File: config.mk
export PLATFORM = sky130hd
export DESIGN_NAME = wlk_guard
export DESIGN_NICKNAME = d
export VERILOG_FILES = /design/src/rtl/wlk_pkg.sv /design/src/rtl/wlk_key_fsm.sv /design/src/rtl/wlk_addr_dec.sv /design/src/rtl/wlk_gate.sv /design/src/rtl/wlk_guard.sv
export SDC_FILE = /design/constraint.sdc
export NUM_CORES = 1
export LEC_CHECK = 0
export BUFFER_PORTS_ARGS = -buffer_cell sky130_fd_sc_hd__buf_4
export CAP_MARGIN = 20
export CORE_UTILIZATION = 34
export DETAILED_ROUTE_END_ITERATION = 16
export PLACE_DENSITY = 0.82
export SLEW_MARGIN = 20
export SYNTH_ARGS = -nofsm -noshare
export SYNTH_HDL_FRONTEND = slang
export SYNTH_SLANG_ARGS = --single-unit
File: constraint.sdc
create_clock -name clk -period 1.2 [get_ports clk]
set_clock_uncertainty 0.15 [all_clocks]
set_input_delay 0.12 -clock clk [delete_from_list [all_inputs] [get_ports clk]]
set_output_delay 0.12 -clock clk [all_outputs]
set_load 0.05 [all_outputs]
File: src/rtl/wlk_pkg.sv
package wlk_pkg;

  typedef enum logic [1:0] {
    LK_SHUT = 2'd0,
    LK_HALF = 2'd1,
    LK_OPEN = 2'd2
  } lk_state_e;

  typedef enum logic [2:0] {
    AC_OPEN = 3'd0,
    AC_FULL = 3'd1,
    AC_STAT = 3'd2,
    AC_CTRL = 3'd3,
    AC_KEY  = 3'd4
  } acls_e;

  localparam logic [7:0] KEY_FIRST  = 8'hCA;
  localparam logic [7:0] KEY_SECOND = 8'h53;

endpackage

File: src/rtl/wlk_key_fsm.sv
module wlk_key_fsm
  import wlk_pkg::*;
(
  input  logic      clk,
  input  logic      pd_rst,
  input  logic      key_wr,
  input  logic [7:0] key_byte,
  output lk_state_e state
);

  lk_state_e nxt;

  always_comb begin
    nxt = state;
    if (key_wr) begin
      unique case (state)
        LK_SHUT: nxt = (key_byte == KEY_FIRST) ? LK_HALF : LK_SHUT;
        LK_HALF: begin
          if (key_byte == KEY_SECOND)     nxt = LK_OPEN;
          else if (key_byte == KEY_FIRST) nxt = LK_HALF;
          else                            nxt = LK_SHUT;
        end
        LK_OPEN: nxt = (key_byte == KEY_FIRST) ? LK_HALF : LK_SHUT;
        default: nxt = LK_SHUT;
      endcase
    end
  end

  // Only the persistent-domain reset touches the lock state.
  always_ff @(posedge clk) begin
    if (pd_rst) state <= LK_SHUT;
    else        state <= nxt;
  end

  AST_OPEN_NEEDS_SECOND: assert property (@(posedge clk) disable iff (pd_rst)
    (state == LK_OPEN && $past(state) != LK_OPEN) |->
      ($past(key_wr) && $past(key_byte) == KEY_SECOND && $past(state) == LK_HALF));

  AST_BAD_BYTE_RELOCK: assert property (@(posedge clk) disable iff (pd_rst)
    (key_wr && state == LK_HALF && key_byte != KEY_SECOND && key_byte != KEY_FIRST)
      |=> state == LK_SHUT);

  AST_REPEAT_FIRST_HOLD: assert property (@(posedge clk) disable iff (pd_rst)
    (key_wr && state == LK_HALF && key_byte == KEY_FIRST) |=> state == LK_HALF);

  AST_OPEN_LEAVES: assert property (@(posedge clk) disable iff (pd_rst)
    (key_wr && state == LK_OPEN) |=> state != LK_OPEN);

  AST_NO_KEY_HOLD: assert property (@(posedge clk) disable iff (pd_rst)
    !key_wr |=> $stable(state));

endmodule

File: src/rtl/wlk_addr_dec.sv
module wlk_addr_dec
  import wlk_pkg::*;
#(
  parameter int ADDR_W = 4,
  parameter int N_FULL = 5,
  parameter logic [N_FULL*ADDR_W-1:0] FULL_LIST = '0,
  parameter logic [ADDR_W-1:0] STAT_ADDR = '0,
  parameter logic [ADDR_W-1:0] CTRL_ADDR = '0,
  parameter logic [ADDR_W-1:0] KEY_ADDR  = '0
) (
  input  logic [ADDR_W-1:0] addr,
  output acls_e             cls
);

  logic [N_FULL-1:0] hit;

  for (genvar gi = 0; gi < N_FULL; gi++) begin : g_full
    assign hit[gi] = (addr == FULL_LIST[gi*ADDR_W +: ADDR_W]);
  end

  always_comb begin
    if (addr == KEY_ADDR)       cls = AC_KEY;
    else if (|hit)              cls = AC_FULL;
    else if (addr == STAT_ADDR) cls = AC_STAT;
    else if (addr == CTRL_ADDR) cls = AC_CTRL;
    else                        cls = AC_OPEN;
  end

endmodule

File: src/rtl/wlk_gate.sv
module wlk_gate
  import wlk_pkg::*;
#(
  parameter int DATA_W = 32,
  parameter logic [DATA_W-1:0] STAT_MASK = '0,
  parameter logic [DATA_W-1:0] CTRL_MASK = '0
) (
  input  logic              clk,
  input  logic              pd_rst,
  input  logic              sys_rst,
  input  logic              req,
  input  acls_e             cls,
  input  logic              open_now,
  output logic              wr_ok,
  output logic [DATA_W-1:0] wr_mask
);

  localparam logic [DATA_W-1:0] ALL_ONES = '1;

  always_ff @(posedge clk) begin
    if (pd_rst || sys_rst) begin
      wr_ok   <= 1'b0;
      wr_mask <= '0;
    end else begin
      wr_ok   <= 1'b0;
      wr_mask <= '0;
      if (req) begin
        unique case (cls)
          AC_KEY: ;
          AC_FULL: begin
            wr_ok   <= open_now;
            wr_mask <= open_now ? ALL_ONES : '0;
          end
          AC_STAT: begin
            wr_ok   <= 1'b1;
            wr_mask <= open_now ? ALL_ONES : ~STAT_MASK;
          end
          AC_CTRL: begin
            wr_ok   <= 1'b1;
            wr_mask <= open_now ? ALL_ONES : ~CTRL_MASK;
          end
          default: begin
            wr_ok   <= 1'b1;
            wr_mask <= ALL_ONES;
          end
        endcase
      end
    end
  end

  AST_FULL_LOCKED_DROP: assert property (@(posedge clk) disable iff (pd_rst || sys_rst)
    (req && cls == AC_FULL && !open_now) |=> (!wr_ok && wr_mask == '0));

  AST_SHARED_FIELDS_HELD: assert property (@(posedge clk) disable iff (pd_rst || sys_rst)
    (req && cls == AC_STAT && !open_now) |=> (wr_ok && (wr_mask & STAT_MASK) == '0));

  AST_KEY_NOT_FORWARDED: assert property (@(posedge clk) disable iff (pd_rst || sys_rst)
    (req && cls == AC_KEY) |=> !wr_ok);

  AST_IDLE_QUIET: assert property (@(posedge clk) disable iff (pd_rst || sys_rst)
    !req |=> (!wr_ok && wr_mask == '0));

endmodule

File: src/rtl/wlk_guard.sv
module wlk_guard
  import wlk_pkg::*;
#(
  parameter int ADDR_W = 4,
  parameter int DATA_W = 32,
  parameter int N_FULL = 5,
  parameter logic [N_FULL*ADDR_W-1:0] FULL_LIST = {4'd6, 4'd5, 4'd4, 4'd1, 4'd0},
  parameter logic [ADDR_W-1:0] STAT_ADDR = 4'd3,
  parameter logic [ADDR_W-1:0] CTRL_ADDR = 4'd2,
  parameter logic [ADDR_W-1:0] KEY_ADDR  = 4'd7,
  parameter logic [DATA_W-1:0] STAT_MASK = 32'h0000_1F80,
  parameter logic [DATA_W-1:0] CTRL_MASK = 32'h0003_0050
) (
  input  logic              clk,
  input  logic              pd_rst,
  input  logic              sys_rst,
  input  logic              dom_wr_en,
  input  logic              wr_valid,
  input  logic [ADDR_W-1:0] wr_addr,
  input  logic [7:0]        wr_low_byte,
  output logic              wr_ok,
  output logic [DATA_W-1:0] wr_mask,
  output logic              unlocked
);

  acls_e     cls;
  lk_state_e state;
  logic      req;
  logic      key_wr;

  assign req      = wr_valid && dom_wr_en;
  assign key_wr   = req && (cls == AC_KEY);
  assign unlocked = (state == LK_OPEN);

  wlk_addr_dec #(
    .ADDR_W(ADDR_W), .N_FULL(N_FULL), .FULL_LIST(FULL_LIST),
    .STAT_ADDR(STAT_ADDR), .CTRL_ADDR(CTRL_ADDR), .KEY_ADDR(KEY_ADDR)
  ) i_dec (
    .addr(wr_addr),
    .cls (cls)
  );

  wlk_key_fsm i_fsm (
    .clk     (clk),
    .pd_rst  (pd_rst),
    .key_wr  (key_wr),
    .key_byte(wr_low_byte),
    .state   (state)
  );

  wlk_gate #(
    .DATA_W(DATA_W), .STAT_MASK(STAT_MASK), .CTRL_MASK(CTRL_MASK)
  ) i_gate (
    .clk     (clk),
    .pd_rst  (pd_rst),
    .sys_rst (sys_rst),
    .req     (req),
    .cls     (cls),
    .open_now(unlocked),
    .wr_ok   (wr_ok),
    .wr_mask (wr_mask)
  );

  AST_SYSRST_KEEPS_LOCK: assert property (@(posedge clk) disable iff (pd_rst)
    (sys_rst && !req) |=> $stable(unlocked));

  AST_DOMAIN_OFF_INERT: assert property (@(posedge clk) disable iff (pd_rst || sys_rst)
    (wr_valid && !dom_wr_en) |=> (!wr_ok && $stable(unlocked)));

endmodule

==> results of run 1 <==
==> state kept, by name, summed over array words and instances (netlist names) <==
register / count
i_fsm.state: 2
i_gate.wr_mask: 3
i_gate.wr_ok: 1
==> stage by stage <==
stage | setup TNS [ps] | total power, W | worst slack [ps] | util
2_1_floorplan | -20.9 | 0.000337 | -20.9 | -
3_3_place_gp | -50.1 | 0.000401 | -44.9 | 0.549
3_5_place_dp | -95.0 | 0.000406 | -51.8 | 0.549
4_1_cts | -382 | 0.000613 | -19.3 | 0.585
5_1_grt | -803 | 0.000651 | -61.1 | 0.664
6_report | -296 | 0.000625 | -33.3 | 0.664
==> what timing repair did <==
item,CTS,global route
setup endpoints to repair,23,23
setup buffers,1,3
gates resized for setup,2,20
hold buffers,1,0
pin swaps,0,0
endpoints found under the hold margin,1,0
==> worst register-to-register path, stage by stage (launching register included) <==
cell and delay [ps]:
dfxtp_2 340, nor2b_4 190, buf_4 130, nand2_1 70, a21oi_2 120, o21ba_2 120
==> routing by layer <==
metal / vias up / share of wire / GRT usage
met5: - / 0 / 0
met4: 0 / 0.011 / 0.100
met3: 2 / 0.10 / 0.0163
met2: 43 / 0.57 / 0.321
met1: 229 / 0.32 / 0.127
li1: 253 / - / -
==> where the power goes <==
group	switching, W	internal [W]	leakage, nW
sequential	0.00000301	0.000201	0.0513
combinational	0.000120	0.0000956	0.378
clock	0.0000791	0.000126	0.0150
total	0.000202	0.000423	0.444
==> layout make-up <==
| class | count | area, sq um | area share |
|---|---|---|---|
| Clock buffer | 4 | 26.3 | 0.0293 |
| Tap cell | 15 | 18.8 | 0.0209 |
| Inverter | 1 | 3.75 | 0.00419 |
| Timing Repair Buffer | 60 | 537 | 0.599 |
| Multi-Input combinational cell | 27 | 181 | 0.203 |
| Sequential cell | 6 | 129 | 0.144 |
==> worst paths after layout <==
check	start	end	slack, ps	cells after the start
hold reg to reg	i_fsm.state[0]	i_fsm.state[1]	390	2
setup / recovery	i_gate.wr_mask[30]	wr_mask[24]	-30	2
hold / removal	pd_rst	i_fsm.state[1]	30	3
setup reg to reg	i_fsm.state[0]	i_gate.wr_mask[12]	40	5
==> Yosys cell counts <==
| master | number |
|---|---|
| nand2_1 | 7 |
| nor2b_1 | 1 |
| inv_2 | 1 |
| or3_1 | 1 |
| or4_4 | 1 |
| a21oi_1 | 5 |
| o31ai_1 | 1 |
| nor4b_1 | 1 |
| nor4bb_1 | 2 |
| nor2_1 | 1 |
| dfxtp_1 | 6 |
| nand3b_1 | 3 |
| buf_4 | 29 |
| nand4_1 | 1 |
| o21ba_2 | 1 |
| o21ai_0 | 1 |
| o21a_1 | 1 |
==> cell families (layout without fill, tap and decap cells) <==
group                  after synthesis  after routing  synth area share
buffers and inverters               30             65             0.436
AND/OR/NAND/NOR                     18             18             0.219
AO/OA/AOI/OAI                        9              9             0.108
flip-flops                           6              6             0.236
==> metrics.cfg, run 1 <==
[sta]
worst_slack_ps=-33.3
fmax_mhz=811
fin_crit_sh=1.03
slew_headroom=0.738
rsz0062_at_grt=true
hold_viol=0
setup_viol=10
finalCriticalPeriod_ps=1230
whs_ps=33.5
finalMaxSlewViolations=0
worst-slew-pin-transition_ps=388

[logic_synthesis]
yosysSeqAreaShare=0.236
syn_area_per_cell_sq_um=8.06
synth_cells=63
yosysTopAreaCellShare=0.429
syn_nets=80
netlist_area_sq_um=508
synthDistinctLibCells=17
ys_top_cells_by_area=buf_4, dfxtp_1, nand2_1
yosysTopAreaCell=buf_4
ys.warnings.count=0
ys_seq_elements=6

[run_status]
violations=negative setup slack
outcome=finished, violations left

[global_route]
grt_usage=0.152
antenna_found_initial=0
grt_overflow_total=0
grt_pass1_wl_mm=1.63
grt_start_max_net_pins=23
grt_pass1_vias=435

[clock_tree]
numCtsBuffers=3
clock-sinks=6
ctsLongestPathBuffers=2
cts_tree=done
cts-root-buf=clkbuf_4
clk_pin_slew_ps=50
clock_latency_ps=240
htree_levels=1

[finish]
layout_common_cells=buf_4, nand2_1, buf_6
drive_gt1_frac=0.745
nets=116
fillers=110
area_delta_synth_final_pct=76.4
antennaDiodeCount=0
layout_commonest_cell=buf_4
stdcell_area_sq_um=896
fin_cells=113

[worst_setup_path]
critPathKind=reg2out
end_kind=output port
critical_path_buf_inv_count=2
cp_max_fo=11
arrival_ps=960
slowest_delay_ps=380
worstPathRequired_ps=930
crit_slowest_cell=dfxtp_4
start_kind=register
path_cells=buf_8 > buf_4
path_delay_family=flip-flops

[placed_design]
placed_cell_area_sq_um=741
portBuffers=50
gp_congestion=0.724
place_inst=104
dpl.hpwl_um=975

[power_and_ir_drop]
p_per_area_nw_per_um2=698
leakage_nw=0.444
ir_drop_uv=388

[die]
rows=13
io_pins=51
die_x_um=40.7
die_height_um=40.7
core_sq_um=1350
initial_utilization=0.376
dieArea_sq_um=1650

[drt]
ant_nets=0
vias=527
totalWireLength_mm=1.22
viasPerCell=4.66
dr.pass1.iters=4
drc=0
routedWlPerCell_um=10.8
drtIter0Drc=6

[min_path]
hp-class=in2reg

[run]
cap_viol_max_count=0

(Power assumes the default switching activity.)
==> run 2: changes to the inputs <==
- ABC_AREA: not set -> 1
- CORE_UTILIZATION: 34 -> 36
==> metrics.cfg, run 2 <==
[worst_setup_path]
critPathKind=reg2out
start_kind=register
critical_path_buf_inv_count=2  ; unchanged
arrival_ps=980  ; +20 ps
path_delay_family=flip-flops
cp_max_fo=11  ; unchanged
path_cells=buf_12 > buf_4
slowest_delay_ps=390  ; about the same
crit_slowest_cell=dfxtp_4
end_kind=output port
worstPathRequired_ps=930  ; about the same

[sta]
fin_crit_sh=1.04  ; +0.0155
tns_ps=-513  ; -217 ps
setup_viol=22  ; +12
fmax_mhz=799  ; -1.5%
worst-slew-pin-transition_ps=205  ; -183 ps
rsz0062_at_grt=true
finalCriticalPeriod_ps=1250  ; +18.6 ps
hold_viol=1  ; +1
whs_ps=-3.42  ; -37.0 ps
finalMaxSlewViolations=0  ; unchanged
worst_slack_ps=-51.9  ; -18.6 ps
slew_headroom=0.862  ; +0.125

[drt]
routedWlPerCell_um=9.32  ; -14%
vias=584  ; +11%
drc=0  ; unchanged
dr.pass1.iters=4  ; unchanged
drtIter0Drc=12  ; +6
ant_nets=0  ; unchanged
totalWireLength_mm=1.23  ; +0.65%
viasPerCell=4.42  ; -5.1%

[clock_tree]
cts-root-buf=clkbuf_4
numCtsBuffers=3  ; unchanged
htree_levels=1  ; unchanged
clock-sinks=6  ; unchanged
cts_tree=done
clock_latency_ps=260  ; +20 ps
clk_pin_slew_ps=50  ; about the same
ctsLongestPathBuffers=2  ; unchanged

[logic_synthesis]
synth_edf_count=0  ; unchanged
netlist_area_sq_um=576  ; +13%
syn_area_per_cell_sq_um=6.69  ; -17%
async_reset_ff_frac=0  ; unchanged
synth-main-ff-cell=dfxtp_1
synthDistinctLibCells=16  ; -1
ys.warnings.count=0  ; unchanged
yosysSeqAreaShare=0.209  ; -0.0278
yosysTopAreaCell=buf_4
ys_seq_elements=6  ; unchanged
syn_nets=103  ; +29%
synth_cells=86  ; +37%
yosysMostFrequentCell=buf_4
ys_top_cells_by_area=buf_4, dfxtp_1, inv_1
yosysTopAreaCellShare=0.378  ; -0.0503
synth_common_cells=buf_4, inv_1, nand2_1, nor2_1, dfxtp_1

[run]
cap_viol_max_count=0  ; unchanged

[die]
core_sq_um=1510  ; +12%
dieArea_sq_um=1760  ; +6.6%
die_x_um=42.0  ; +3.3%
io_pins=51  ; unchanged
die_height_um=42.0  ; +3.3%
rows=14  ; +1
initial_utilization=0.382  ; +0.00579

[placed_design]
place_inst=123  ; +18%
gp_congestion=0.601  ; -17%
dpl.hpwl_um=950  ; -2.6%
portBuffers=50  ; unchanged

[finish]
fin_cells=132  ; +17%
top_regs=i_gate.wr_mask x3, i_fsm.state x2, i_gate.wr_ok x1
layout_commonest_cell=buf_4
area_delta_synth_final_pct=73.9
antennaDiodeCount=0  ; unchanged
layout_common_cells=buf_4, nand2_1, inv_1, nor2_1, buf_8
drive_gt1_frac=0.586  ; -0.159
largest_reg_flops=3  ; unchanged
top_register=i_gate.wr_mask
nets=134  ; +16%

[global_route]
grt_overflow_total=0  ; unchanged
grt_usage=0.140  ; -0.0125
antenna_found_initial=0  ; unchanged
grt_start_max_net_pins=23  ; unchanged
grt_pass1_wl_mm=1.92  ; +18%
grt_pass1_vias=476  ; +9.4%

[min_path]
hp-class=in2reg

[power_and_ir_drop]
p_per_area_nw_per_um2=649  ; -7.0%
ir_drop_uv=480  ; +24%
leakage_nw=0.530  ; +19%

[run_status]
violations=negative hold slack, negative setup slack
outcome=finished, violations left

-- run 2: cell types whose count changed after synthesis, sizes merged, moves of 2 or more --
cell    before  now
nor2         1   14
nand3        0    2
inv          1   13
nor3         0    3
nor4bb       2    0
a21oi        5    2
nand3b       3    0
nand2        7   13
-- run 2: cell type report --
cell class,count,area (sq um)
repair buffers,55,586
fillers,119,505
multi-input cells,38,189
flip-flops and latches,6,131
inverters,13,48.8
clock buffers,4,26.3
well taps,16,20.0
-- run 2: cell families (layout without fill, tap and decap cells) --
| kind of cell | count (synthesis) | count (layout) | synth area share |
|---|---|---|---|
| buffers and inverters | 42 | 72 | 0.463 |
| and+or+nand+nor | 35 | 35 | 0.298 |
| DFF | 6 | 6 | 0.209 |
| AOI/OAI and AO/OA | 3 | 3 | 0.0304 |
-- run 2: worst paths after layout --
check | startpoint | to | slack, ps | cells after the start
min | sys_rst | i_gate.wr_mask[30] | -3 | 4
min reg2reg | i_fsm.state[0] | i_fsm.state[0] | 420 | 2
max | i_gate.wr_mask[30] | wr_mask[25] | -50 | 2
max reg2reg | i_fsm.state[1] | i_gate.wr_mask[17] | 130 | 6
-- run 2: where the power goes --
part           internal (W)  switching (W)
logic             0.0000994       0.000132
registers          0.000199     0.00000408
clock network      0.000127      0.0000882
total              0.000426       0.000224
-- run 2: timing repair --
item                                    CTS  global route
endpoints found under the setup margin   23            24
hold buffers                              2             0
setup buffers                             0             3
resized for setup                         3            35
cloned                                    0             1
hold endpoints to repair                  3             0
pin swaps                                 1             4
-- run 2: worst min-delay path, stage by stage --
cell,delay [ps]
buf_4,90
nor3_4,40
nand2_2,80
inv_1,40
-- run 2: metrics by stage --
stage	setup WS [ps]	total power [W]	utilization	hold WS (ps)	area (sq um)
after floorplan	4.45	0.000348	-	31.7	583
after global placement	187	0.000404	0.505	162	761
after detailed placement	156	0.000409	0.505	165	761
after CTS	-27.5	0.000624	0.542	5.27	816
after global routing	-74.9	0.000668	0.664	26.3	1000
final	-51.9	0.000649	0.664	-3.42	1000
-- run 2: routing by layer --
layer	global-route usage	vias to the layer above	wire length, um
li1	-	288	-
met4	0.0710	0	29
met1	0.143	250	397
met5	0	-	0
met3	0.0517	5	135
met2	0.247	41	667
